### src/rtl/be_lsu_pkg.sv
package be_lsu_pkg;

   typedef enum logic [1:0] {
      SZ_BYTE = 2'b00,
      SZ_HALF = 2'b01,
      SZ_WORD = 2'b10,
      SZ_WIDE = 2'b11
   } acc_size_e;

   // number of bytes covered by an access of the given size
   function automatic int unsigned size_bytes(acc_size_e s);
      case (s)
         SZ_BYTE: return 1;
         SZ_HALF: return 2;
         default: return 4;
      endcase
   endfunction

endpackage

### src/rtl/be_addr_gen.sv
module be_addr_gen
   import be_lsu_pkg::*;
#(
   parameter int ADDR_W    = 32,
   parameter int OFFS_W    = 16,
   parameter int LANE_BITS = 2,
   localparam int WADDR_W  = ADDR_W - LANE_BITS
) (
   input  logic                  valid,
   input  acc_size_e             size,
   input  logic [ADDR_W-1:0]     base,
   input  logic [OFFS_W-1:0]     offset,
   output logic [ADDR_W-1:0]     eff_addr,
   output logic [WADDR_W-1:0]    word_addr,
   output logic [LANE_BITS-1:0]  lane_ofs,
   output logic                  misalign
);

   if (ADDR_W <= OFFS_W) begin : g_bad_width
      $error("be_addr_gen: ADDR_W must exceed OFFS_W");
   end

   logic [ADDR_W-1:0] off_ext;
   logic              bad_align;

   assign off_ext   = {{(ADDR_W-OFFS_W){offset[OFFS_W-1]}}, offset};
   assign eff_addr  = base + off_ext;
   assign word_addr = eff_addr[ADDR_W-1:LANE_BITS];
   assign lane_ofs  = eff_addr[LANE_BITS-1:0];

   always_comb begin
      case (size)
         SZ_BYTE: bad_align = 1'b0;
         SZ_HALF: bad_align = lane_ofs[0];
         default: bad_align = |lane_ofs;
      endcase
   end

   assign misalign = valid & bad_align;

endmodule

### src/rtl/be_store_lanes.sv
module be_store_lanes
   import be_lsu_pkg::*;
#(
   parameter int DATA_W    = 32,
   localparam int LANES     = DATA_W / 8,
   localparam int LANE_BITS = $clog2(LANES)
) (
   input  logic                  en,
   input  acc_size_e             size,
   input  logic [LANE_BITS-1:0]  lane_ofs,
   input  logic [DATA_W-1:0]     store_data,
   output logic [LANES-1:0]      we,
   output logic [DATA_W-1:0]     wdata
);

   for (genvar i = 0; i < LANES; i++) begin : g_lane
      // big-endian: lane i holds the byte at offset LANES-1-i
      localparam logic [LANE_BITS-1:0] POS = LANE_BITS'(LANES - 1 - i);
      logic       hit;
      logic [7:0] lane_byte;

      always_comb begin
         case (size)
            SZ_BYTE: begin
               hit       = (lane_ofs == POS);
               lane_byte = store_data[7:0];
            end
            SZ_HALF: begin
               hit       = (lane_ofs[LANE_BITS-1] == POS[LANE_BITS-1]);
               lane_byte = POS[0] ? store_data[7:0] : store_data[15:8];
            end
            default: begin
               hit       = 1'b1;
               lane_byte = store_data[8*i +: 8];
            end
         endcase
      end

      assign we[i]           = en & hit;
      assign wdata[8*i +: 8] = lane_byte;
   end

endmodule

### src/rtl/be_load_align.sv
module be_load_align
   import be_lsu_pkg::*;
#(
   parameter int DATA_W    = 32,
   parameter bit SIGN_EXT  = 1'b1,
   localparam int LANE_BITS = $clog2(DATA_W / 8)
) (
   input  logic                  clk,
   input  logic                  rst_n,
   input  logic                  capture,
   input  acc_size_e             size,
   input  logic [LANE_BITS-1:0]  lane_ofs,
   input  logic [DATA_W-1:0]     rdata,
   output logic                  load_valid,
   output logic [DATA_W-1:0]     load_data
);

   logic                  valid_q;
   acc_size_e             size_q;
   logic [LANE_BITS-1:0]  ofs_q;
   logic [7:0]            sel_b;
   logic [15:0]           sel_h;
   logic [DATA_W-9:0]     fill_b;
   logic [DATA_W-17:0]    fill_h;

   always_ff @(posedge clk or negedge rst_n) begin
      if (!rst_n) begin
         valid_q <= 1'b0;
         size_q  <= SZ_WORD;
         ofs_q   <= '0;
      end else begin
         valid_q <= capture;
         if (capture) begin
            size_q <= size;
            ofs_q  <= lane_ofs;
         end
      end
   end

   always_comb begin
      case (ofs_q)
         2'd0:    sel_b = rdata[31:24];
         2'd1:    sel_b = rdata[23:16];
         2'd2:    sel_b = rdata[15:8];
         default: sel_b = rdata[7:0];
      endcase
      sel_h = ofs_q[1] ? rdata[15:0] : rdata[31:16];
   end

   if (SIGN_EXT) begin : g_sext
      assign fill_b = {(DATA_W-8){sel_b[7]}};
      assign fill_h = {(DATA_W-16){sel_h[15]}};
   end else begin : g_zext
      assign fill_b = '0;
      assign fill_h = '0;
   end

   always_comb begin
      case (size_q)
         SZ_BYTE: load_data = {fill_b, sel_b};
         SZ_HALF: load_data = {fill_h, sel_h};
         default: load_data = rdata;
      endcase
   end

   assign load_valid = valid_q;

   // a result appears only in the cycle after an accepted load
   assert_load_follows_R7: assert property (@(posedge clk) disable iff (!rst_n)
      load_valid |-> $past(capture));

   // every accepted load yields a result one cycle later
   assert_load_due_R7: assert property (@(posedge clk) disable iff (!rst_n)
      capture |=> load_valid);

endmodule

### src/rtl/be_mem_port.sv
module be_mem_port
   import be_lsu_pkg::*;
#(
   parameter int ADDR_W         = 32,
   parameter int OFFS_W         = 16,
   parameter int DATA_W         = 32,
   parameter bit SIGN_EXT_LOADS = 1'b1,
   localparam int LANES          = DATA_W / 8,
   localparam int LANE_BITS      = $clog2(LANES),
   localparam int WADDR_W        = ADDR_W - LANE_BITS
) (
   input  logic                clk,
   input  logic                rst_n,
   input  logic                req_valid,
   input  logic                req_store,
   input  logic [1:0]          req_size,
   input  logic [ADDR_W-1:0]   req_base,
   input  logic [OFFS_W-1:0]   req_offset,
   input  logic [DATA_W-1:0]   req_wdata,
   output logic [ADDR_W-1:0]   eff_addr,
   output logic                misalign,
   output logic                mem_en,
   output logic [WADDR_W-1:0]  mem_addr,
   output logic [LANES-1:0]    mem_we,
   output logic [DATA_W-1:0]   mem_wdata,
   input  logic [DATA_W-1:0]   mem_rdata,
   output logic                load_valid,
   output logic [DATA_W-1:0]   load_data
);

   if (DATA_W != 32) begin : g_bad_data
      $error("be_mem_port: DATA_W must be 32");
   end

   acc_size_e              size_e;
   logic [LANE_BITS-1:0]   lane_ofs;
   logic                   access_ok;
   logic                   store_en;
   logic                   load_take;

   assign size_e = acc_size_e'(req_size);

   be_addr_gen #(
      .ADDR_W    (ADDR_W),
      .OFFS_W    (OFFS_W),
      .LANE_BITS (LANE_BITS)
   ) u_addr (
      .valid     (req_valid),
      .size      (size_e),
      .base      (req_base),
      .offset    (req_offset),
      .eff_addr  (eff_addr),
      .word_addr (mem_addr),
      .lane_ofs  (lane_ofs),
      .misalign  (misalign)
   );

   assign access_ok = req_valid & ~misalign;
   assign mem_en    = access_ok;
   assign store_en  = access_ok & req_store;
   assign load_take = access_ok & ~req_store;

   be_store_lanes #(
      .DATA_W     (DATA_W)
   ) u_store (
      .en         (store_en),
      .size       (size_e),
      .lane_ofs   (lane_ofs),
      .store_data (req_wdata),
      .we         (mem_we),
      .wdata      (mem_wdata)
   );

   be_load_align #(
      .DATA_W     (DATA_W),
      .SIGN_EXT   (SIGN_EXT_LOADS)
   ) u_load (
      .clk        (clk),
      .rst_n      (rst_n),
      .capture    (load_take),
      .size       (size_e),
      .lane_ofs   (lane_ofs),
      .rdata      (mem_rdata),
      .load_valid (load_valid),
      .load_data  (load_data)
   );

   // nothing reaches memory without a request
   assert_idle_quiet_R11: assert property (@(posedge clk) disable iff (!rst_n)
      !req_valid |-> (!mem_en && mem_we == '0 && !misalign));

   // a misaligned request never writes or enables memory
   assert_misalign_blocks_R6: assert property (@(posedge clk) disable iff (!rst_n)
      misalign |-> (!mem_en && mem_we == '0));

   // misaligned requests never produce a load result
   assert_misalign_no_load_R6: assert property (@(posedge clk) disable iff (!rst_n)
      misalign |=> !load_valid);

   // a byte store touches exactly one lane
   assert_byte_one_lane_R4: assert property (@(posedge clk) disable iff (!rst_n)
      (req_valid && req_store && size_e == SZ_BYTE) |-> $countones(mem_we) == 1);

   // a halfword store touches exactly two lanes when aligned
   assert_half_two_lanes_R5: assert property (@(posedge clk) disable iff (!rst_n)
      (req_valid && req_store && size_e == SZ_HALF && !misalign) |-> $countones(mem_we) == 2);

   // an aligned full-width store writes every lane
   assert_word_all_lanes_R3: assert property (@(posedge clk) disable iff (!rst_n)
      (req_valid && req_store && req_size[1] && !misalign) |-> mem_we == '1);

   // loads never write
   assert_load_no_write_R7: assert property (@(posedge clk) disable iff (!rst_n)
      (req_valid && !req_store) |-> mem_we == '0);

endmodule

### config.mk
export PLATFORM = sky130hd
export DESIGN_NAME = be_mem_port
export DESIGN_NICKNAME = d
export VERILOG_FILES = /design/src/rtl/be_lsu_pkg.sv /design/src/rtl/be_addr_gen.sv /design/src/rtl/be_store_lanes.sv /design/src/rtl/be_load_align.sv /design/src/rtl/be_mem_port.sv
export SDC_FILE = /design/constraint.sdc
export NUM_CORES = 1
export LEC_CHECK = 0
export ABC_AREA = 1
export CORE_ASPECT_RATIO = 0.5
export CORE_MARGIN = 2
export CORE_UTILIZATION = 35
export CTS_CLUSTER_DIAMETER = 50
export DETAILED_ROUTE_END_ITERATION = 8
export DONT_BUFFER_PORTS = 1
export SLEW_MARGIN = 5
export SYNTH_ARGS = -nofsm -noshare
export SYNTH_HDL_FRONTEND = slang
export SYNTH_SLANG_ARGS = --single-unit
export TNS_END_PERCENT = 50
### constraint.sdc
create_clock -name clk -period 2.4 [get_ports clk]
set_clock_uncertainty 0.1 [all_clocks]
set_input_delay 0.48 -clock clk [delete_from_list [all_inputs] [get_ports clk]]
set_output_delay 0.48 -clock clk [all_outputs]
set_load 0.01 [all_outputs]
==> metrics.cfg, run 1 <==
[run_status]
status=finished, final reports clean

[timing]
maxSlewViolCount=0
fmax_mhz=417
period_minus_slack_ns=2.40
slew_headroom=0.469
worst_slew_pin_slew_ns=0.788
period_share=1.00
rsz0062_at_grt=yes
final_hold_viol_count=0
hold_slack_ns=0.239
setup_viol=0

[global_route]
grt_start_max_net_pins=25
grt_use_total=0.237
grt_remaining_overflow=0
antenna_found_initial=1
grt_pass1_vias=4262
grt_first_pass_wirelength_microns=22700

[floorplan]
core.rowCount=27
io_pins=251
die_w_microns=154
core_area_sq_um=10900
die_h_microns=78.8
dieArea_sq_um=12100
start_util=0.358

[synth]
synthArstFlopShare=1.00
yosysWarnings=0
synthAdderAreaFrac=0.104
synthXorXnorAreaFrac=0.0358
ys_types=34
synthCells=775
avgSynthCellArea_sq_um=5.06
synth_edf_count=0
synthesis.nets=925
synth_top_family_by_area=simple AND/OR/NAND/NOR gates
ys_seq_area_frac=0.0322
synth_compound_area_frac=0.139
synthMuxAreaShare=0
ys_ff_latch=5
synth-simple-area-share=0.455
synth_ff_type=dfrtp_1
synth_area_sq_um=3920

[placed_design]
gp_congestion=1.04
io_buffers=0
place_hpwl_microns=13400
placedCellCount=936

[clock_network]
worstSkewPairLatency_ns=0.22
clock_path_buffers=2
clock-sinks=5
root_buffer=clkbuf_16
numCtsBuffers=3
cts_tree=done
htree_levels=1
clk_pin_slew_ns=0.03

[cells_and_area]
fin_nets=947
antenna_cells=0
area_delta_synth_final_pct=20.4
stdcell_count=941
final.fill_count=1222
drive_gt1_frac=0.239

[route]
routedWlPerCell_microns=16.1
drc_errors=0
drtPass1Iterations=4
drt-initial-drc-count=361
wl_microns=15100
postRouteAntennaNets=0
num_vias=4625
vias_per_cell=4.91

[pwr]
max-vdd-ir-drop_uv=222
switchingPower_w=0.00128
p_comb_frac=0.819
clkPwrFrac=0.121
seq_power_share=0.060
power_density_nw_per_um2=478
leakage_nw=2.74
power.share.switching=0.568
internal-power_w=0.000975

[hold_path]
whs_path_depth=1
worstHoldStart=req_store
whs_endpoint=u_load.load_valid
hold_class=primary input to register

[worst_setup_path]
r2r_start=u_load.size_q[1]
crit_required_ns=1.82
crit_type=primary input to output port
cp.arrival_ns=1.82
r2r_setup_slack_ns=1.20
worstPathMaxFanout=4
start_kind=primary input
cp-end-kind=output port
worst_r2r_endpoint=u_load.size_q[1]
rr_worst_depth=2

[job]
maxCapViolCount=0

## layout by cell type (no fill, tap or decap), types with 11 or more instances in the layout
cell type    n
nor2_2      15
nand2_1    276
o21ai_0     21
inv_1      149
nor2_1      38
nand3_1     37
a21oi_1     25
ha_4        13
nand2_2     44
xor2_1      11
o211ai_1    15
buf_4       61
## flip-flops by register name (all words and copies together) (netlist names)
name / cells
u_load.load_valid: 1
u_load.size_q: 2
u_load.ofs_q: 2
## timing repair
item / in CTS / in global routing
gates resized for setup: 6 / 76
setup buffers: 0 / 0
pin swaps: 2 / 9
setup endpoints to repair: 20 / 55
endpoints found under the hold margin: 5 / 0
hold buffers: 1 / 0
## cells by family (layout without fill, tap and decap cells)
| family | count (synthesis) | count (layout) |
|---|---|---|
| compound gates | 90 | 90 |
| xor+xnor | 16 | 16 |
| fa+ha+maj | 32 | 32 |
| buf+inv | 202 | 223 |
| flops | 5 | 5 |
| simple gates | 430 | 430 |
## worst max-delay path by stage
stage | startpoint | endpoint | cells past startpoint
floorplan | req_base[0] | mem_addr[14] | 12
detailed placement | req_base[8] | eff_addr[26] | 12
global route | req_base[0] | eff_addr[16] | 12
global placement | req_base[0] | mem_we[0] | 9
finish | req_base[0] | mem_we[3] | 9
CTS | req_base[0] | mem_we[3] | 9
## cells in the mapped netlist (all sizes together), types with 13 or more instances
cell	instances	area, sq um
inv	154	578
nor2	56	235
a21oi	34	181
ha	31	388
nand3	44	230
xor2	13	114
o21ai	38	228
buf	44	324
nand2	322	1260
o211ai	15	113
## per-stage QoR
step	utilization	worst slack (ns)	setup TNS (ns)	cell area (sq um)	power, W
after floorplan	-	-0.0437	-0.0740	3970	0.00153
after global placement	0.393	-0.0225	-0.0367	4300	0.00187
after detailed placement	0.393	-0.0267	-0.254	4300	0.00188
after CTS	0.403	-0.000244	-0.000244	4410	0.00217
after global routing	0.431	-0.0877	-0.941	4720	0.00246
final	0.431	0.0000265	0	4720	0.00226
## critical path, stage by stage
cell and delay [ns]:
ha_4 0.12, inv_2 0.03, fa_2 0.53, o21ai_1 0.08, o21ai_2 0.08, nand2_2 0.07
inv_1 0.08, nand2_1 0.10, nor2_1 0.24
## layer usage
metal | up-vias | share of wire | track usage | wire, microns
li1 | 2379 | - | - | -
met3 | 8 | 0.092 | 0.0568 | 1380
met2 | 146 | 0.44 | 0.407 | 6680
met4 | 2 | 0.0075 | 0.0303 | 114
met5 | - | 0.0011 | 0 | 16
met1 | 2090 | 0.46 | 0.311 | 6910
## power by group through the flow
stage	logic (W)	clock network, W	registers [W]
after detailed placement	0.00175	0	0.000134
after global routing	0.00203	0.000287	0.000138
final	0.00185	0.000273	0.000134
after CTS	0.00176	0.000277	0.000133
after floorplan	0.00141	0	0.000121
after global placement	0.00174	0	0.000134
## final cells by class
type                       instances  area [sq um]  share of cell area
clock buffer                       4          78.8              0.0167
tap                              145           181              0.0385
sequential                         5           128              0.0270
timing repair buffer              65           510               0.108
multi-input combinational        568          3240               0.687
inverter                         154           578               0.123
Power figures use the tool's default switching activity.
==> run 2: changes to the inputs <==
ABC_AREA = default   (was 1)
CAP_MARGIN = 20   (was default)
==> metrics.cfg, run 2 <==
[cells_and_area]
final_common_cell=buf_4
stdcell_count=672
utilization=0.559
final.fill_count=795
layout.cells.most_common_list=131 x buf_4, 58 x nand2_1, 30 x o21ai_0, 30 x a21oi_1
fin_nets=705
drive_gt1_frac=0.493
area_delta_synth_final_pct=53.9

[route]
postRouteAntennaNets=0
drc_errors=0
drt-initial-drc-count=121
wl_microns=12500
drtPass1Iterations=4
num_vias=3671
vias_per_cell=5.46
routedWlPerCell_microns=18.5

[hold_path]
hold_class=primary input to register
worstHoldStart=req_size[1]
whs_endpoint=u_load.size_q[1]
whs_path_depth=2

[timing]
setup_viol=50
maxSlewViolCount=0
slew_headroom=0.717
final_hold_viol_count=0
period_share=1.20
worst_slew_pin_slew_ns=0.420
finalWorstSetupSlack_ns=-0.475
period_minus_slack_ns=2.88
rsz0062_at_grt=yes
fmax_mhz=348

[global_route]
grt_start_max_net_pins=33
grt_remaining_overflow=0
grt_pass1_vias=3603
grt_use_total=0.234
grt_first_pass_wirelength_microns=18700
antenna_found_initial=1

[synth]
synth_area_sq_um=3200
synthesis.nets=610
avgSynthCellArea_sq_um=6.96
yosysTopAreaCellShare=0.121
yosys.area.top_type=ha_1
synthTopCellsByCount=62 x nand2_1, 45 x a21oi_1, 45 x o21ai_0, 40 x buf_4, 31 x ha_1
synth_ff_type=dfrtp_1
ys_seq_area_frac=0.0395
synthCells=460
ys_types=52
yosysWarnings=0
synth_area_leaders=ha_1 12%, buf_4 9.4%, mux2_2 8.8%
synth_edf_count=0
synthArstFlopShare=1.00
yosysMostFrequentCell=nand2_1
ys_ff_latch=5

[clock_network]
htree_levels=1
worstSkewPairLatency_ns=0.23
numCtsBuffers=3
clk_pin_slew_ns=0.03
clock-sinks=5
clock_path_buffers=2
root_buffer=clkbuf_16
cts_tree=done

[worst_setup_path]
rr_worst_depth=1
slowest_stage=nor3_1
worst_r2r_endpoint=u_load.ofs_q[0]
path_cells=ha_4 -> buf_6 -> buf_4 -> nand4_1 -> nor3_1 -> a21oi_1 -> o21ai_0 -> a31o_4 -> buf_6 -> xor2_2 -> buf_6
r2r_setup_slack_ns=1.50
cp.arrival_ns=2.30
critPathMostFrequentCell=buf_6
start_kind=primary input
crit_type=primary input to output port
crit_required_ns=1.82
r2r_start=u_load.ofs_q[0]
worstPathMaxFanout=17
cp-end-kind=output port
critical_path.max_stage_delay_ns=0.36

[run_status]
violations=negative setup slack
status=complete, but fails checks

[floorplan]
die_w_microns=139
die_h_microns=71.6
io_pins=251
core_area_sq_um=8800
start_util=0.364
core.rowCount=24
dieArea_sq_um=9970

[placed_design]
gp_congestion=1.00
io_buffers=0
placedCellCount=654
place_hpwl_microns=10200

[job]
maxCapViolCount=0

[pwr]
max-vdd-ir-drop_uv=492
leakage_nw=2.19
power_density_nw_per_um2=525

==> run 2: cell count changes in the layout (fill, tap and decap cells not counted), sizes merged, moves of 16 or more <==
cell,before,now
xnor2,3,19
nand2,322,62
nor2,56,26
inv,154,11
mux2,0,25
nand3,44,11
buf,64,150
a21o,1,25
==> run 2: cells by family after synthesis <==
group | synth area share
adder cells (fa/ha/maj) | 0.127
AO/OA/AOI/OAI | 0.293
multiplexers | 0.126
AND/OR/NAND/NOR | 0.193
flip-flops | 0.0395
XOR/XNOR | 0.0821
buffers and inverters | 0.138
==> run 2: cell type report <==
type	count	area, sq um	area share
diodes	1	2.50	0.000508
multi-input cells	383	3320	0.674
inverters	11	41.3	0.00839
flip-flops and latches	5	126	0.0257
clock buffers	4	78.8	0.0160
well taps	117	146	0.0297
repair buffers	151	1210	0.245
==> run 2: critical path: cells and delay by family <==
family,cells,cell delay (ns)
fa+ha+maj,1,0.27
buf+inv,4,0.46
xor+xnor,1,0.16
simple gates,2,0.49
compound gates,3,0.45
==> run 2: power breakdown <==
| part | total (W) | leakage (nW) | switching (W) | internal [W] |
|---|---|---|---|---|
| combinational | 0.00217 | 2.10 | 0.00116 | 0.00101 |
| clock | 0.000273 | 0.0382 | 0.0000534 | 0.000220 |
| sequential | 0.000141 | 0.0608 | 0.0000328 | 0.000108 |
==> run 2: worst max path at each step <==
stage                        start      endpoint  slack [ns]  depth (start not counted)
floorplan           req_offset[15]  mem_addr[28]       -0.63                          9
global placement    req_offset[15]  mem_addr[28]       -0.49                          8
detailed placement  req_offset[15]  mem_addr[28]       -0.55                          8
CTS                    req_base[0]  mem_addr[26]       -0.47                         11
global route        req_offset[15]  mem_addr[26]       -0.57                         11
finish              req_offset[15]  mem_addr[22]       -0.48                         11
==> run 2: what timing repair did <==
action / 4_1_cts / 5_1_grt
hold endpoints to repair: 5 / 0
resized for setup: 65 / 34
pin swaps: 32 / 13
endpoints found under the setup margin: 68 / 81
hold buffers: 1 / 0
buffers inserted: 8 / 6
==> run 2: per-stage QoR <==
stage                     setup slack [ns]  hold slack (ns)  power [W]  setup TNS, ns  cell area [sq um]
after floorplan                     -0.629           0.0844    0.00160          -9.51               3500
after global placement              -0.491           0.0847    0.00207         -15.52               4260
after detailed placement            -0.549           0.0846    0.00208         -16.86               4260
after CTS                           -0.473            0.234    0.00250         -15.53               4720
after global routing                -0.572            0.262    0.00277         -20.74               4920
final                               -0.475            0.238    0.00258         -16.36               4920
==> run 2: metal layers <==
metal / GRT usage / routed length (microns) / vias up
met5: 0.0766 / 105 / -
met4: 0.0269 / 55 / 2
met3: 0.0775 / 974 / 8
met2: 0.412 / 5940 / 119
met1: 0.286 / 5380 / 1734
li1: - / - / 1808
==> run 3: changes to the inputs <==
PLACE_DENSITY_LB_ADDON = 0.25   (was default)
==> metrics.cfg, run 3 (synthesis gave the netlist of run 2 again) <==
[run_status]
status=complete, but fails checks
violations=negative setup slack

[global_route]
grt_pass1_vias=3472
grt_first_pass_wirelength_microns=17700
grt_use_total=0.219
antenna_found_initial=1
grt_remaining_overflow=0
grt_start_max_net_pins=33

[timing]
worst_slew_pin_slew_ns=0.718
final_hold_viol_count=0
tns_ns=-14.78
maxSlewViolCount=0
period_share=1.21
period_minus_slack_ns=2.89
hold_slack_ns=0.246
rsz0062_at_grt=yes
slew_headroom=0.516
setup_viol=50
finalWorstSetupSlack_ns=-0.493
fmax_mhz=346

[cells_and_area]
area_delta_synth_final_pct=53.5
drive_gt1_frac=0.490
final_common_cell=buf_4
final.fill_count=821
regArea_sq_um=126
fin_nets=700
multi_input_area_sq_um=3330
layout.cells.most_common_list=121 x buf_4, 58 x nand2_1, 30 x o21ai_0

[clock_network]
worstSkewPairLatency_ns=0.23
htree_levels=1
clock-sinks=5
numCtsBuffers=3
cts_tree=done
root_buffer=clkbuf_16
clock_path_buffers=2
clk_pin_slew_ns=0.03

[pwr]
p_comb_frac=0.838
switchingPower_w=0.00125
clkPwrFrac=0.106
power.share.switching=0.483
max-vdd-ir-drop_uv=444
leakage_nw=2.18
seq_power_share=0.056
internal-power_w=0.00134
total_power_w=0.00259
power_density_nw_per_um2=526

[job]
maxCapViolCount=0

[worst_setup_path]
worst_r2r_endpoint=u_load.size_q[1]
crit_required_ns=1.82
start_kind=primary input
rr_worst_depth=3
cp-end-kind=output port
r2r_setup_slack_ns=1.19
r2r_start=u_load.size_q[1]
cp.arrival_ns=2.31
worstPathMaxFanout=17
crit_type=primary input to output port

[route]
routedWlPerCell_microns=17.8
wl_microns=11900
drtPass1Iterations=4
num_vias=3659
vias_per_cell=5.49
drc_errors=0
drt-initial-drc-count=131
postRouteAntennaNets=0

[floorplan]
io_pins=251
core_area_sq_um=8800
die_w_microns=139
core.rowCount=24
dieArea_sq_um=9970
die_h_microns=71.6
start_util=0.364

[placed_design]
gp_congestion=1.01
place_hpwl_microns=9790
io_buffers=0

[hold_path]
worstHoldStart=req_size[1]
whs_path_depth=2
hold_class=primary input to register
whs_endpoint=u_load.size_q[1]

-- run 3: routing by layer --
metal,GRT usage,vias up,wire (microns)
met5,0,-,13
met4,0.0325,2,97
met3,0.0782,14,1050
met2,0.361,121,5440
met1,0.285,1720,5250
li1,-,1802,-
-- run 3: power by group through the flow --
| stage | Sequential (W) | Combinational (W) | Clock (W) |
|---|---|---|---|
| 2_1_floorplan | 0.000126 | 0.00147 | 0 |
| 3_3_place_gp | 0.000139 | 0.00191 | 0 |
| 3_5_place_dp | 0.000139 | 0.00192 | 0 |
| 4_1_cts | 0.000141 | 0.00206 | 0.000279 |
| 5_1_grt | 0.000149 | 0.00233 | 0.000287 |
| 6_report | 0.000144 | 0.00217 | 0.000275 |
-- run 3: cell type report --
type	instances	share of cell area
repair buffers	146	0.242
well taps	117	0.0298
diodes	1	0.000509
multi-input cells	383	0.678
inverters	11	0.00841
clock buffers	4	0.0160
flip-flops and latches	5	0.0257
-- run 3: metrics by stage --
stage / cell area (sq um) / setup slack [ns] / instances / utilization
final: 4910 / -0.493 / 667 / 0.558
after global routing: 4910 / -0.619 / 666 / 0.558
after CTS: 4700 / -0.475 / 660 / 0.534
after detailed placement: 4240 / -0.551 / 651 / 0.482
after global placement: 4240 / -0.521 / 651 / 0.482
after floorplan: 3500 / -0.629 / 460 / -
-- run 3: critical path: stages --
cell      delay [ns]
ha_4            0.28
nand4_4         0.11
or3_1           0.37
or3_1           0.33
o21ai_2         0.24
a221oi_2        0.11
xnor2_2         0.37
-- run 3: how the worst max path moves through the flow --
stage,from,end,cells after the start
2_1_floorplan,req_offset[15],mem_addr[28],9
6_report,req_offset[15],mem_addr[24],7
3_5_place_dp,req_offset[15],mem_addr[24],7
4_1_cts,req_base[0],mem_addr[24],10
5_1_grt,req_base[0],eff_addr[20],12
3_3_place_gp,req_offset[15],mem_addr[24],7
-- run 3: what timing repair did --
action                     4_1_cts  5_1_grt
resized for setup               63       38
setup endpoints to repair       67       78
hold endpoints to repair         5        0
pin swaps                       33       14
hold buffers                     1        0
setup buffers                    5        6
